[config.mk]
export PLATFORM = sky130hd
export DESIGN_NAME = memdec_top
export DESIGN_NICKNAME = d
export VERILOG_FILES = /design/src/rtl/memdec_pkg.sv /design/src/rtl/memdec_prog_map.sv /design/src/rtl/memdec_data_map.sv /design/src/rtl/memdec_resp.sv /design/src/rtl/memdec_top.sv
export SDC_FILE = /design/constraint.sdc
export NUM_CORES = 1
export LEC_CHECK = 0
export BUFFER_PORTS_ARGS = -buffer_cell sky130_fd_sc_hd__buf_2
export CORE_AREA = 2 2 84 86
export CTS_CLUSTER_DIAMETER = 60
export DETAILED_ROUTE_END_ITERATION = 6
export DIE_AREA = 0 0 86 88
export PLACE_DENSITY_LB_ADDON = 0.08
export SYNTH_ARGS = -nofsm -noshare
export SYNTH_HDL_FRONTEND = slang
export SYNTH_SLANG_ARGS = --single-unit
[constraint.sdc]
create_clock -name clk -period 3.9 [get_ports clk]
set_input_delay 0.195 -clock clk [delete_from_list [all_inputs] [get_ports clk]]
set_output_delay 0.195 -clock clk [all_outputs]
set_load 0.1 [all_outputs]
[src/rtl/memdec_pkg.sv]
package memdec_pkg;
  typedef enum logic [1:0] {SP_PROG = 2'd0, SP_X = 2'd1, SP_Y = 2'd2, SP_NONE = 2'd3} space_t;
  typedef enum logic [1:0] {OP_IDLE = 2'd0, OP_FETCH = 2'd1, OP_READ = 2'd2, OP_WRITE = 2'd3} op_t;
  typedef enum logic [2:0] {RG_ROM, RG_RAM, RG_HOLE, RG_TRAP, RG_LOCKED} region_t;
  localparam logic [23:0] ILLEGAL_WORD = 24'h000005;
endpackage

[src/rtl/memdec_prog_map.sv]
module memdec_prog_map
  import memdec_pkg::*;
#(
  parameter int unsigned AW         = 16,
  parameter int unsigned ROM_WORDS  = 32,
  parameter int unsigned PROT_WORDS = 256,
  parameter int unsigned PRAM_TOP   = 32'h0C00
) (
  input  logic [AW-1:0] addr,
  input  logic          boot_mode,
  output region_t       region
);
  localparam logic [AW-1:0] ROM_END  = AW'(ROM_WORDS);
  localparam logic [AW-1:0] PROT_END = AW'(ROM_WORDS + PROT_WORDS);
  localparam logic [AW-1:0] RAM_END  = AW'(PRAM_TOP);

  always_comb begin
    if (addr < ROM_END)                     region = RG_ROM;
    else if (addr >= RAM_END)               region = RG_TRAP;
    else if (boot_mode && addr < PROT_END)  region = RG_LOCKED;
    else                                    region = RG_RAM;
  end
endmodule

[src/rtl/memdec_data_map.sv]
module memdec_data_map
  import memdec_pkg::*;
#(
  parameter int unsigned AW       = 16,
  parameter int unsigned RAM_TOP  = 32'h0800,
  parameter int unsigned GAP_END  = 32'h2000,
  parameter int unsigned RSV_BASE = 32'h2E00
) (
  input  logic [AW-1:0] addr,
  output region_t       region
);
  localparam logic [AW-1:0] LO_END = AW'(RAM_TOP);
  localparam logic [AW-1:0] HOLE_END = AW'(GAP_END);
  localparam logic [AW-1:0] HI_END = AW'(RSV_BASE);

  always_comb begin
    if (addr < LO_END)         region = RG_RAM;
    else if (addr < HOLE_END)  region = RG_HOLE;
    else if (addr < HI_END)    region = RG_RAM;
    else                       region = RG_TRAP;
  end
endmodule

[src/rtl/memdec_resp.sv]
module memdec_resp
  import memdec_pkg::*;
#(
  parameter int unsigned DW = 24
) (
  input  logic          clk,
  input  logic          rst,
  input  logic          rd_en,
  input  region_t       region,
  input  logic [DW-1:0] src,
  output logic [DW-1:0] rdata,
  output logic          rvalid,
  output logic          trap,
  output logic          viol
);
  localparam logic [DW-1:0] ILLEGAL = DW'(ILLEGAL_WORD);

  always_ff @(posedge clk) begin
    if (rst) begin
      rdata  <= '0;
      rvalid <= 1'b0;
      trap   <= 1'b0;
      viol   <= 1'b0;
    end else begin
      rvalid <= rd_en;
      trap   <= rd_en && (region == RG_TRAP);
      viol   <= rd_en && (region == RG_LOCKED);
      if (rd_en) begin
        case (region)
          RG_ROM, RG_RAM: rdata <= src;
          RG_TRAP:        rdata <= ILLEGAL;
          default:        rdata <= '0;
        endcase
      end else begin
        rdata <= '0;
      end
    end
  end

  a_r4_trap_word: assert property (@(posedge clk) disable iff (rst) trap |-> rdata == ILLEGAL);
  a_r7_flags_exclusive: assert property (@(posedge clk) disable iff (rst) !(trap && viol));
  a_r10_flags_need_valid: assert property (@(posedge clk) disable iff (rst) (trap || viol) |-> rvalid);
endmodule

[src/rtl/memdec_top.sv]
module memdec_top
  import memdec_pkg::*;
#(
  parameter int unsigned AW         = 16,
  parameter int unsigned DW         = 24,
  parameter int unsigned ROM_WORDS  = 32,
  parameter int unsigned PROT_WORDS = 256,
  parameter int unsigned PRAM_TOP   = 32'h0C00,
  parameter int unsigned X_RAM_TOP  = 32'h0800,
  parameter int unsigned Y_RAM_TOP  = 32'h0800,
  parameter int unsigned GAP_END    = 32'h2000,
  parameter int unsigned X_RSV_BASE = 32'h2E00,
  parameter int unsigned Y_RSV_BASE = 32'h2800
) (
  input  logic          clk,
  input  logic          rst,
  input  logic [AW-1:0] addr,
  input  logic [1:0]    space,
  input  logic [1:0]    op,
  input  logic          boot_mode,
  input  logic [DW-1:0] wdata,
  input  logic [DW-1:0] rom_rdata,
  input  logic [DW-1:0] p_rdata,
  input  logic [DW-1:0] x_rdata,
  input  logic [DW-1:0] y_rdata,
  output logic [AW-1:0] mem_addr,
  output logic [DW-1:0] mem_wdata,
  output logic          p_we,
  output logic          x_we,
  output logic          y_we,
  output logic [DW-1:0] rdata,
  output logic          rvalid,
  output logic          illegal_trap,
  output logic          access_violation
);
  localparam int NDATA = 2;

  region_t       p_region;
  region_t       d_region [NDATA];
  region_t       region;
  logic [DW-1:0] src;
  space_t        sp;
  logic          rd_en, wr_en, writable;

  memdec_prog_map #(
    .AW(AW), .ROM_WORDS(ROM_WORDS), .PROT_WORDS(PROT_WORDS), .PRAM_TOP(PRAM_TOP)
  ) u_pmap (
    .addr(addr), .boot_mode(boot_mode), .region(p_region)
  );

  for (genvar g = 0; g < NDATA; g++) begin : g_dmap
    localparam int unsigned RT = (g == 0) ? X_RAM_TOP : Y_RAM_TOP;
    localparam int unsigned RB = (g == 0) ? X_RSV_BASE : Y_RSV_BASE;
    memdec_data_map #(
      .AW(AW), .RAM_TOP(RT), .GAP_END(GAP_END), .RSV_BASE(RB)
    ) u_dmap (
      .addr(addr), .region(d_region[g])
    );
  end

  always_comb begin
    sp = space_t'(space);
    case (sp)
      SP_PROG: begin
        region = p_region;
        src    = (p_region == RG_ROM) ? rom_rdata : p_rdata;
      end
      SP_X: begin
        region = d_region[0];
        src    = x_rdata;
      end
      SP_Y: begin
        region = d_region[1];
        src    = y_rdata;
      end
      default: begin
        region = RG_HOLE;
        src    = '0;
      end
    endcase
  end

  assign rd_en    = (op == OP_FETCH) || (op == OP_READ);
  assign wr_en    = (op == OP_WRITE);
  assign writable = (region == RG_RAM) || (region == RG_LOCKED);

  assign mem_addr  = addr;
  assign mem_wdata = wdata;
  assign p_we = wr_en && writable && (sp == SP_PROG);
  assign x_we = wr_en && writable && (sp == SP_X);
  assign y_we = wr_en && writable && (sp == SP_Y);

  memdec_resp #(.DW(DW)) u_resp (
    .clk(clk), .rst(rst), .rd_en(rd_en), .region(region), .src(src),
    .rdata(rdata), .rvalid(rvalid), .trap(illegal_trap), .viol(access_violation)
  );

  a_r3_one_enable: assert property (@(posedge clk) disable iff (rst) $onehot0({p_we, x_we, y_we}));
  a_r3_x_rsv_blocked: assert property (@(posedge clk) disable iff (rst)
    (op == OP_WRITE && space == SP_X && addr >= AW'(X_RSV_BASE)) |-> !x_we);
  a_r3_y_rsv_blocked: assert property (@(posedge clk) disable iff (rst)
    (op == OP_WRITE && space == SP_Y && addr >= AW'(Y_RSV_BASE)) |-> !y_we);
  a_r10_read_gives_valid: assert property (@(posedge clk) disable iff (rst)
    (op == OP_READ || op == OP_FETCH) |=> rvalid);
  a_r10_no_read_no_valid: assert property (@(posedge clk) disable iff (rst)
    (op == OP_IDLE || op == OP_WRITE) |=> !rvalid);
  a_r7_viol_needs_boot: assert property (@(posedge clk) disable iff (rst)
    access_violation |-> $past(boot_mode));
endmodule

# --- Yosys cells after proc, flatten, opt, wreduce, memory -nomap -nowiden ---
# Cells that the tools add are included.
classes:
  n_eq_ne: 8
  n_reduce_logical: 14
  n_lt_le_gt_ge: 7
  n_bitwise: 1
  mux: 13
op_table:
  columns: ["operator", "n"]
  rows:
  - ["$pmux W24 S3", 1]
  - ["$lt A16 B14 Y1 const B", 3]
  - ["$pmux W24 S2", 1]
  - ["$mux W24", 1]
  - ["$mux W3", 7]
  - ["$ge A16 B12 Y1 const B", 1]
  - ["$lt A16 B12 Y1 const B", 1]
  - ["$lt A16 B6 Y1 const B", 1]
  - ["$lt A16 B9 Y1 const B", 1]
  - ["$pmux W3 S3", 1]
  - ["$logic_and A1 B1 Y1", 7]
  - ["$eq A2 B2 Y1 const B", 3]
  - ["$logic_not A3 Y1", 2]
  - ["$eq A2 B1 Y1 const B", 2]
  - ["$mux W2", 2]
  - ["$reduce_or A2 Y1", 2]
  - ["$eq A3 B1 Y1 const B", 1]
  - ["$eq A3 B2 Y1 const B", 1]
  - ["$eq A3 B3 Y1 const B", 1]
  - ["$logic_not A2 Y1", 1]
  - ["$logic_or A1 B1 Y1", 2]
  - ["$not A1 Y1", 1]
totals:
  input_bits: 143
  ff_bits: 27
  out_inout_bits: 70
  wordCells: 47

# --- Logic depth before layout (Yosys ltp) ---
# Gate-level depths: netlist of the first run.
depth:
  depth_word: 10
  mapped_depth: 6
  mapped_depth_nobuf: 5

# --- Cells and area by module ---
# From an unflattened synthesis of the first run, not the netlist that was laid out.
unflattened:
  cells_unflattened: 227
  hier_area_um2: 1978.1
modules_own_cells:
  columns: ["module", "cells_per_inst", "instances", "seq_area_each_um2", "area_each_um2"]
  rows:
  - ["memdec_top", 142, 1, 0.0, 1053.5]
  - ["memdec_resp", 62, 1, 540.5, 779.5]
  - ["memdec_prog_map", 10, 1, 0.0, 72.6]
  - ["memdec_data_map at g_dmap[0].u_dmap", 8, 1, 0.0, 43.8]
  - ["memdec_data_map at g_dmap[1].u_dmap", 5, 1, 0.0, 28.8]

# --- Worst setup path before layout of the first run ---
# Ideal clock, no wire load.
synth_path:
  path_type: "input port to output port"
  start: "in addr[9]"
  end: "out x_we"
  t_required_ps: 3705
  n_path_buf: 0
  t_arrival_ps: 3951
  slack_ps: -246
  cell_stages: 4
  cell_sequence: "nand2b_1 > a221oi_1 > nor2_1 > nor4b_1"
synth_between:
  elab_chain_cells: 10
  elab_cells_between_ends: 23
  cone_classes: "order compare: 7; eq/ne: 2; mux: 10; reduce/logical: 4"
synth_lines:
  columns: ["item", "line", "rtl"]
  rows:
  - ["from (decl)", "memdec_top.sv:17", "input logic [AW-1:0] addr,"]
  - ["$lt A16 B9 Y1", "memdec_prog_map.sv:20", "else if (boot_mode && addr < PROT_END) region = RG_LOCKED;"]
  - ["$logic_and A1 B1 Y1", "memdec_prog_map.sv:20", null]
  - ["$mux W3", "memdec_prog_map.sv:20", null]
  - ["$mux W3", "memdec_prog_map.sv:19", "else if (addr >= RAM_END) region = RG_TRAP;"]
  - ["$mux W3", "memdec_prog_map.sv:18", "if (addr < ROM_END) region = RG_ROM;"]
  - ["$pmux W3 S3 (*)", "memdec_top.sv:63", "case (sp)"]
  - ["$eq A3 B1 Y1 / $eq A3 B3 Y1 (equally long branches)", "memdec_top.sv:85", "assign writable = (region == RG_RAM) || (region == RG_LOCKED);"]
  - ["$logic_or A1 B1 Y1 (*)", "memdec_top.sv:85", null]
  - ["$logic_and A1 B1 Y1 (*) (2 in series)", "memdec_top.sv:90", "assign x_we = wr_en && writable && (sp == SP_X);"]
  - ["to (decl)", "memdec_top.sv:29", "output logic x_we,"]
# Every way passes the cells marked *; elsewhere a longest branch is shown, timed or not.

# --- Worst setup path after layout of the first run ---
layout_path:
  start: "in addr[6]"
  end: "reg u_resp.rdata[4]"
layout_between:
  elab_chain_cells: 9
  elab_cells_between_ends: 26
  cone_classes: "order compare: 7; eq/ne: 2; mux: 13; reduce/logical: 4"
layout_lines:
  columns: ["item", "line", "rtl"]
  rows:
  - ["$lt A16 B9 Y1", "memdec_prog_map.sv:20", null]
  - ["$logic_and A1 B1 Y1", "memdec_prog_map.sv:20", null]
  - ["$mux W3", "memdec_prog_map.sv:20", null]
  - ["$mux W3", "memdec_prog_map.sv:19", null]
  - ["$mux W3", "memdec_prog_map.sv:18", null]
  - ["$pmux W3 S3 / $logic_not A3 Y1 (equally long branches)", "memdec_top.sv:63, memdec_top.sv:66", null]
  - ["$eq A3 B1 Y1 (tied with other cells)", "memdec_resp.sv:29", "case (region)"]
  - ["$reduce_or A2 Y1 / $pmux W24 S3 (equally long branches)", "memdec_resp.sv:29, memdec_top.sv:63", null]
  - ["$pmux W24 S2 (*)", "memdec_resp.sv:29", null]
  - ["to (signal assigned)", "memdec_resp.sv:30", "RG_ROM, RG_RAM: rdata <= src;"]
  - ["to (decl)", "memdec_resp.sv:11", "output logic [DW-1:0] rdata,"]
# Marked as above.
# A chain may end at the register's enable or synchronous reset.

==> results of run 1 <==
[how the worst max path moves through the flow]
stage / slack, ns / to / start / depth (start not counted)
floorplan: -0.25 / x_we / addr[9] / 4
global placement: 1.19 / u_resp.rdata[4] / addr[6] / 5
detailed placement: 1.19 / u_resp.rdata[4] / addr[6] / 5
CTS: 1.49 / u_resp.rdata[4] / addr[6] / 5
global route: 1.28 / u_resp.rdata[4] / addr[6] / 5
finish: 1.51 / u_resp.rdata[4] / addr[6] / 5
[where the power goes]
part	internal [µW]	switching [µW]
registers	280	1.08
clock network	73.3	91.7
logic	77.9	150
[metrics by stage]
stage          area, µm²  power [µW]  hold WS (ns)
2_1_floorplan       2040         579         0.293
3_3_place_gp        2520         517         0.391
3_5_place_dp        2520         517         0.391
4_1_cts             2570         684         0.105
5_1_grt             2570         707         0.132
6_report            2570         674         0.116
[cells in the final DEF (no fill, tap or decap), drive strengths merged]
cell and n:
o221a 1, or3 1, clkbuf 4, or2 1, o32ai 2, a221o 1, or4 2, nor4 2
nor2 4, maj3 1, nor4b 2, a31oi 22, o311a 22, and3 2, a22oi 22, a22o 2
inv 3, buf 159, xnor2 1, o31a 1, ha 1, nor2b 3, o211ai 2, nor3 6
nand2b 2, a211oi 22, a221oi 3, nand2 5, a21o 1, dfxtp 27
[state kept, by name, summed over array words and instances (netlist names)]
signal,cells
u_resp.viol,1
u_resp.rdata,24
u_resp.trap,1
u_resp.rvalid,1
[cells by family (layout without fill, tap and decap cells)]
family | count (synthesis) | in the layout | synth area share
adder cells (fa/ha/maj) | 2 | 2 | 0.0110
flip-flops | 27 | 27 | 0.265
buffers and inverters | 69 | 166 | 0.224
XOR/XNOR | 1 | 1 | 0.00429
AO/OA/AOI/OAI | 101 | 101 | 0.403
AND/OR/NAND/NOR | 30 | 30 | 0.0938
[metal layers]
layer  global-route usage  routed length (µm)  vias to the layer above
li1                     -                   -                     1074
met1                0.233                3040                      994
met2                0.295                3360                       88
met3               0.0273                 480                       18
met4               0.0505                  85                        0
met5                    0                   0                        -
[cell type report]
| cell class | count | share of cell area |
|---|---|---|
| Tap cell | 80 | 0.0390 |
| Timing Repair Buffer | 159 | 0.315 |
| Sequential cell | 27 | 0.210 |
| Multi-Input combinational cell | 134 | 0.414 |
| Inverter | 3 | 0.00438 |
| Clock buffer | 4 | 0.0175 |
==> results by group, run 1 <==
Run status
  • Status: finished, final reports clean

Logic synthesis
  • Synth top area share: 0.265
  • Post-Syn Area: 2040 µm²
  • Yosys warns: 0
  • Most numerous cell in the Yosys netlist: buf_4
  • Mapped Cells: 230
  • Syn_nets: 374
  • Number of synthesized flops with an enable pin: 0
  • Biggest area consumer among synthesized cells: dfxtp_1
  • Post-synthesis sequential area ratio: 0.265
  • Synth Area per Inst: 8.88 µm²
  • Post-synth cell types: 38
  • Post-synth top cells: buf_4, dfxtp_1, a22oi_1, a31oi_1, o311a_1
  • Synth Flop Type: dfxtp_1
  • FFs w/ async S/R, synth: 0
  • Top cells by area, synth: dfxtp_1, buf_4, o311a_1
  • Yosys reg bits: 27

Layout
  • Final cell count without fillers: 407
  • Final Util: 0.387
  • Ratio of cells with drive above 1 in the final layout: 0.535
  • FILL cells: 699
  • Multi-input logic area: 1060 µm²
  • Syn-to-layout area delta: 25.8%
  • Ant diodes: 0
  • Final nets: 472
  • Seq. cell area: 541 µm²

Min path
  • Hold endpoint: u_resp.rvalid
  • Hold Startpoint: rst
  • WHS Path Cells: 2
  • Hold WC Path Type: in2reg

Timing
  • Worst-Margin Slew: 1.04 ns
  • RSZ-0062 raised after global routing: false
  • Setup WS post-layout: 1.51 ns
  • Max Transition Viols Final: 0
  • Worst relative slew slack: 0.306
  • Setup TNS: 0 ns
  • Finish-stage setup viols: 0
  • Final hold violation count: 0
  • Min Clock Period, post-route: 2.39 ns
  • Tcrit/Tclk final: 0.614
  • Max Freq: 418 MHz

Drt
  • DR iter-0 viols: 83
  • Remaining antenna violation count: 0
  • Drt first pass iters: 4
  • Routed WL per cell: 17.1 µm
  • DR vias/cell: 5.34
  • Drt total wl: 6.96 mm
  • Vias: 2174
  • DRC Markers: 0

CTS
  • Inserted Clock Buffers: 3
  • CTS tree: yes
  • CTS Buffer Depth: 2
  • Sink Count: 27
  • Root Buffer: clkbuf_8
  • Post-CTS Hold Buffers: 0
  • CTS-repair resized insts: 0
  • Post-CTS Setup Bufs: 0
  • H-tree Lvls: 1
  • Clock transition at the registers of the reported paths: 0.10 ns

GRT
  • Initial antenna violation count: 0
  • Vias in the first global route: 2042
  • Global Route Usage Sum: 0.176
  • Global-route wire length before repair: 10.4 mm
  • Total global routing overflow: 0
  • Pin count of the biggest net entering global routing: 29

Critical path
  • Critical path's slowest cell: or4_1
  • WP data required: 4.10 ns
  • CP startpoint kind: input port
  • Max incr delay on CP: 0.98 ns
  • Worst-path maximum fanout: 26
  • Crit. End Element: register
  • Buf/Inv on CP: 1
  • Worst Setup Path Type: in2reg
  • Cells along the critical path: buf_2 -> or4_1 -> nor3_4 -> a31oi_1 -> a211oi_1
  • Critical path arrival: 2.59 ns
  • Cell family with most CP delay: simple AND/OR/NAND/NOR gates

Placed design
  • Routability Congestion: 0.819
  • I/O Buffers: 154
  • Setup slack after placement: 1.19 ns
  • # placed instances: 403
  • HPWL after detailed placement: 5.17 mm

Floorplan
  • Row Count: 30
  • Starting density of the core: 0.307
  • Horiz. Die Dim: 86 µm
  • Die ar.: 7570 µm²
  • I/O pin total: 213
  • Die height: 88 µm
  • Core Area: 6640 µm²

Power
  • Pwr per Cell Area: 262 nW/µm²
  • Leak: 0.00118 µW
  • Max VDD drop: 0.113 mV

Job
  • Max-Cap Viols: 0
Note: power is estimated with default switching activity, not from simulation.
==> run 2: changes to the inputs <==
--- a/config.mk
+++ b/config.mk
@@ -6,10 +6,10 @@
 export NUM_CORES = 1
 export LEC_CHECK = 0
 export BUFFER_PORTS_ARGS = -buffer_cell sky130_fd_sc_hd__buf_2
-export CORE_AREA = 2 2 84 86
+export CORE_AREA = 2 2 83 85
 export CTS_CLUSTER_DIAMETER = 60
 export DETAILED_ROUTE_END_ITERATION = 6
-export DIE_AREA = 0 0 86 88
+export DIE_AREA = 0 0 85 87
 export PLACE_DENSITY_LB_ADDON = 0.08
 export SYNTH_ARGS = -nofsm -noshare
 export SYNTH_HDL_FRONTEND = slang
==> constraint.sdc (replaced) <==
create_clock -name clk -period 2.44 [get_ports clk]
set_input_delay 0.122 -clock clk [delete_from_list [all_inputs] [get_ports clk]]
set_output_delay 0.122 -clock clk [all_outputs]
set_load 0.1 [all_outputs]
==> results by group, run 2 (synthesized netlist as in run 1, its figures left out) <==
Run status
  • Status: finished, final reports clean

Drt
  • Remaining antenna violation count: 0
  • DRC Markers: 0
  • Vias: 2209
  • DR iter-0 viols: 65
  • Routed WL per cell: 17.1 µm
  • Drt total wl: 7.01 mm
  • Drt first pass iters: 4
  • DR vias/cell: 5.39

Timing
  • RSZ-0062 raised after global routing: false
  • Worst-Margin Slew: 0.766 ns
  • Setup WS post-layout: 0.582 ns
  • Min Clock Period, post-route: 1.86 ns
  • Max Transition Viols Final: 0
  • Max Freq: 538 MHz
  • Setup TNS: 0 ns
  • Worst relative slew slack: 0.485
  • Tcrit/Tclk final: 0.761
  • Finish-stage setup viols: 0
  • Final hold violation count: 0

Layout
  • Fin area: 2640 µm²
  • Largest reg by FF count: u_resp.rdata
  • FILL cells: 685
  • Max reg flops: 24
  • Ratio of cells with drive above 1 in the final layout: 0.552
  • Final Util: 0.402
  • Leading cell type in the layout, fill and taps excluded: buf_2
  • Commonest cells after routing, fill and taps aside: buf_2, dfxtp_1, o311a_1, a31oi_1, a22oi_1
  • Final nets: 475
  • Syn-to-layout area delta: 29.2%
  • Ant diodes: 0

Floorplan
  • Row Count: 30
  • Core Area: 6570 µm²
  • Horiz. Die Dim: 85 µm
  • Starting density of the core: 0.311
  • Die height: 87 µm
  • Die ar.: 7400 µm²
  • I/O pin total: 213

Critical path
  • WP data required: 2.32 ns
  • Worst-path maximum fanout: 9
  • CP startpoint kind: input port
  • Crit. End Element: output pin
  • Worst Setup Path Type: in2out
  • Critical path arrival: 1.74 ns

GRT
  • Initial antenna violation count: 0
  • Vias in the first global route: 1992
  • Global-route wire length before repair: 10.3 mm
  • Pin count of the biggest net entering global routing: 32
  • Global Route Usage Sum: 0.176
  • Total global routing overflow: 0

Placed design
  • Setup slack after placement: 0.347 ns
  • I/O Buffers: 154
  • Placed cell area: 2590 µm²
  • HPWL after detailed placement: 5.43 mm
  • Routability Congestion: 0.708

CTS
  • Root Buffer: clkbuf_8
  • Inserted Clock Buffers: 3
  • H-tree Lvls: 1
  • Post-CTS Setup Bufs: 0
  • Post-CTS Hold Buffers: 0
  • CTS Buffer Depth: 2
  • Clock transition at the registers of the reported paths: 0.10 ns
  • CTS-repair resized insts: 0
  • Sink Count: 27
  • CTS tree: yes

Min path
  • Hold WC Path Type: in2reg
  • WHS Path Cells: 2
  • Hold Startpoint: rst
  • Hold endpoint: u_resp.rvalid

Job
  • Max-Cap Viols: 0

Power
  • Pwr per Cell Area: 412 nW/µm²
  • Design Power: 1090 µW
  • Leak: 0.00120 µW
  • Max VDD drop: 0.192 mV
## run 2: metrics by stage
step / hold WS [ns] / instances
6_report: 0.0339 / 410
5_1_grt: 0.0407 / 410
4_1_cts: 0.0301 / 410
3_5_place_dp: 0.245 / 406
3_3_place_gp: 0.245 / 406
2_1_floorplan: 0.220 / 230
## run 2: worst max-delay path, cell delays in order
cell and delay (ns):
buf_2 0.18, nand2b_1 0.08, a221oi_1 0.39, nor2_1 0.18
nor4b_2 0.30, buf_2 0.47
## run 2: metal layers
layer / GRT usage / part of all wire
met5: 0 / 0
met4: 0.0664 / 0.030
met3: 0.0455 / 0.081
met2: 0.288 / 0.47
met1: 0.224 / 0.42
## run 2: worst max-delay path by stage
stage,from,endpoint,cells after the start
final,space[0],x_we,6
after global routing,addr[15],x_we,5
after CTS,space[0],x_we,6
after detailed placement,addr[6],u_resp.rdata[4],6
after global placement,addr[6],u_resp.rdata[4],6
after floorplan,addr[9],x_we,4
## run 2: report_power, final
part	switching [µW]	internal, µW	leakage [µW]	total (µW)
Combinational	242	128	0.000960	371
Sequential	1.44	447	0.000218	449
Clock	152	116	0.0000217	268
Total	396	691	0.00120	1090
## run 2: area by class of cell
class,count,area (µm²),area share
clock inverter,1,7.51,0.00285
timing repair buffer,162,856,0.324
clock buffer,3,41.3,0.0157
tap,80,100,0.0380
inverter,3,11.3,0.00427
multi-input combinational,134,1080,0.410
sequential,27,541,0.205
==> run 3: changes to the inputs <==
--- a/config.mk
+++ b/config.mk
@@ -6,10 +6,9 @@
 export NUM_CORES = 1
 export LEC_CHECK = 0
 export BUFFER_PORTS_ARGS = -buffer_cell sky130_fd_sc_hd__buf_2
-export CORE_AREA = 2 2 83 85
+export CORE_UTILIZATION = 32
 export CTS_CLUSTER_DIAMETER = 60
 export DETAILED_ROUTE_END_ITERATION = 6
-export DIE_AREA = 0 0 85 87
 export PLACE_DENSITY_LB_ADDON = 0.08
 export SYNTH_ARGS = -nofsm -noshare
 export SYNTH_HDL_FRONTEND = slang
==> constraint.sdc (replaced) <==
create_clock -name clk -period 1.6 [get_ports clk]
set_input_delay 0.08 -clock clk [delete_from_list [all_inputs] [get_ports clk]]
set_output_delay 0.08 -clock clk [all_outputs]
set_load 0.1 [all_outputs]
==> results by group, run 3 (synthesized netlist as in run 1, its figures left out) <==
Run status
  • Status: finished, final reports clean

Timing
  • Setup WS post-layout: 0.0436 ns
  • Final hold violation count: 0
  • RSZ-0062 raised after global routing: false
  • Finish-stage setup viols: 0
  • Worst-Margin Slew: 0.517 ns
  • Max Transition Viols Final: 0
  • Min Clock Period, post-route: 1.56 ns
  • Worst hold margin: 0.0962 ns
  • Tcrit/Tclk final: 0.973
  • Worst relative slew slack: 0.652
  • Setup TNS: 0 ns
  • Max Freq: 643 MHz

CTS
  • Root Buffer: clkbuf_8
  • Inserted Clock Buffers: 3
  • Post-CTS Setup Bufs: 0
  • H-tree Lvls: 1
  • Post-CTS Hold Buffers: 0
  • Clock transition at the registers of the reported paths: 0.09 ns
  • Sink Count: 27
  • CTS tree: yes
  • CTS Buffer Depth: 2

GRT
  • Total global routing overflow: 0
  • Global-route wire length before repair: 10.4 mm
  • Pin count of the biggest net entering global routing: 27
  • Vias in the first global route: 2175
  • Initial antenna violation count: 0
  • Global Route Usage Sum: 0.201

Floorplan
  • I/O pin total: 213
  • Row Count: 28
  • Die ar.: 6700 µm²
  • Core Area: 6030 µm²
  • Horiz. Die Dim: 81.9 µm
  • Starting density of the core: 0.339
  • Die height: 81.9 µm

Critical path
  • WP data required: 1.52 ns
  • CP startpoint kind: input port
  • Cell depth of the worst setup path: 6
  • Buf/Inv on CP: 3
  • Critical path's slowest cell: or4_4
  • Cell family with most CP delay: simple AND/OR/NAND/NOR gates
  • Critical path arrival: 1.48 ns
  • Worst-path maximum fanout: 14
  • Crit. End Element: output pin
  • CP Capture Point: p_we
  • Max incr delay on CP: 0.54 ns
  • Worst Setup Path Type: in2out
  • Cells along the critical path: buf_2 -> or4_4 -> buf_4 -> o211ai_1 -> nor3_4 -> buf_6
  • Worst Setup SP: addr[9]

Drt
  • Drt first pass iters: 4
  • Drt total wl: 6.78 mm
  • Vias: 2289
  • DRC Markers: 0
  • DR vias/cell: 5.35
  • Routed WL per cell: 15.8 µm
  • DR iter-0 viols: 85
  • Remaining antenna violation count: 0

Power
  • Leak: 0.00136 µW
  • Pwr per Cell Area: 580 nW/µm²
  • Net Sw Power: 607 µW
  • Logic pwr share: 0.364
  • Seq pwr share: 0.402
  • Max VDD drop: 0.321 mV
  • Clock Power Share: 0.234
  • Internal power: 1090 µW
  • Switching share of total power: 0.357

Layout
  • Largest reg by FF count: u_resp.rdata
  • Syn-to-layout area delta: 43.5%
  • Max reg flops: 24
  • Ant diodes: 0
  • Commonest cells after routing, fill and taps aside: buf_2, buf_4, dfxtp_1
  • Final nets: 498
  • Ratio of cells with drive above 1 in the final layout: 0.595
  • Leading cell type in the layout, fill and taps excluded: buf_2

Placed design
  • HPWL after detailed placement: 5.47 mm
  • I/O Buffers: 154
  • Setup slack after placement: -0.177 ns
  • Routability Congestion: 0.839

Job
  • Max-Cap Viols: 0

Min path
  • WHS Path Cells: 3
  • Hold WC Path Type: in2reg
run 3: cell count changes in the layout (fill, tap and decap cells not counted), moves of 2 or more:
cell and delta:
buf_2 -3, nor4b_4 +2, nor4b_2 -2, buf_4 +21, buf_12 +4
run 3: area by class of cell:
class | instances | area (µm²)
flip-flops and latches | 27 | 541
multi-input cells | 134 | 1150
well taps | 75 | 93.8
repair buffers | 185 | 1090
clock buffers | 4 | 45.0
inverters | 3 | 11.3
fillers | 635 | 3100
run 3: metrics by stage:
step | cell area, µm² | utilization | total power [µW] | instances
finish | 2930 | 0.486 | 1700 | 428
global placement | 2870 | 0.477 | 1320 | 424
CTS | 2930 | 0.485 | 1720 | 428
detailed placement | 2870 | 0.477 | 1320 | 424
floorplan | 2130 | - | 1430 | 230
global route | 2930 | 0.486 | 1790 | 428
run 3: timing repair:
action,4_1_cts,5_1_grt
resized for setup,2,1
setup endpoints to repair,1,2
pin swaps,1,1
run 3: power by group through the flow:
stage	Clock, µW	Sequential [µW]	Combinational [µW]
final	398	684	619
after global routing	442	685	663
after CTS	411	684	622
after detailed placement	0	700	621
after global placement	0	700	617
after floorplan	0	775	654
run 3: how the worst min path moves through the flow:
stage	start	endpoint	slack [ns]
4_1_cts	rst	u_resp.rvalid	0.09
2_1_floorplan	rst	u_resp.rvalid	0.18
5_1_grt	rst	u_resp.rvalid	0.08
6_report	rst	u_resp.rvalid	0.1
3_3_place_gp	wdata[15]	mem_wdata[15]	0.16
3_5_place_dp	wdata[15]	mem_wdata[15]	0.16
run 3: layer usage:
| metal | vias to the layer above | track usage | part of all wire |
|---|---|---|---|
| met1 | 1042 | 0.248 | 0.41 |
| met2 | 109 | 0.365 | 0.51 |
| met3 | 10 | 0.0178 | 0.065 |
| met5 | - | 0 | 0 |
| met4 | 0 | 0.0561 | 0.012 |
| li1 | 1128 | - | - |
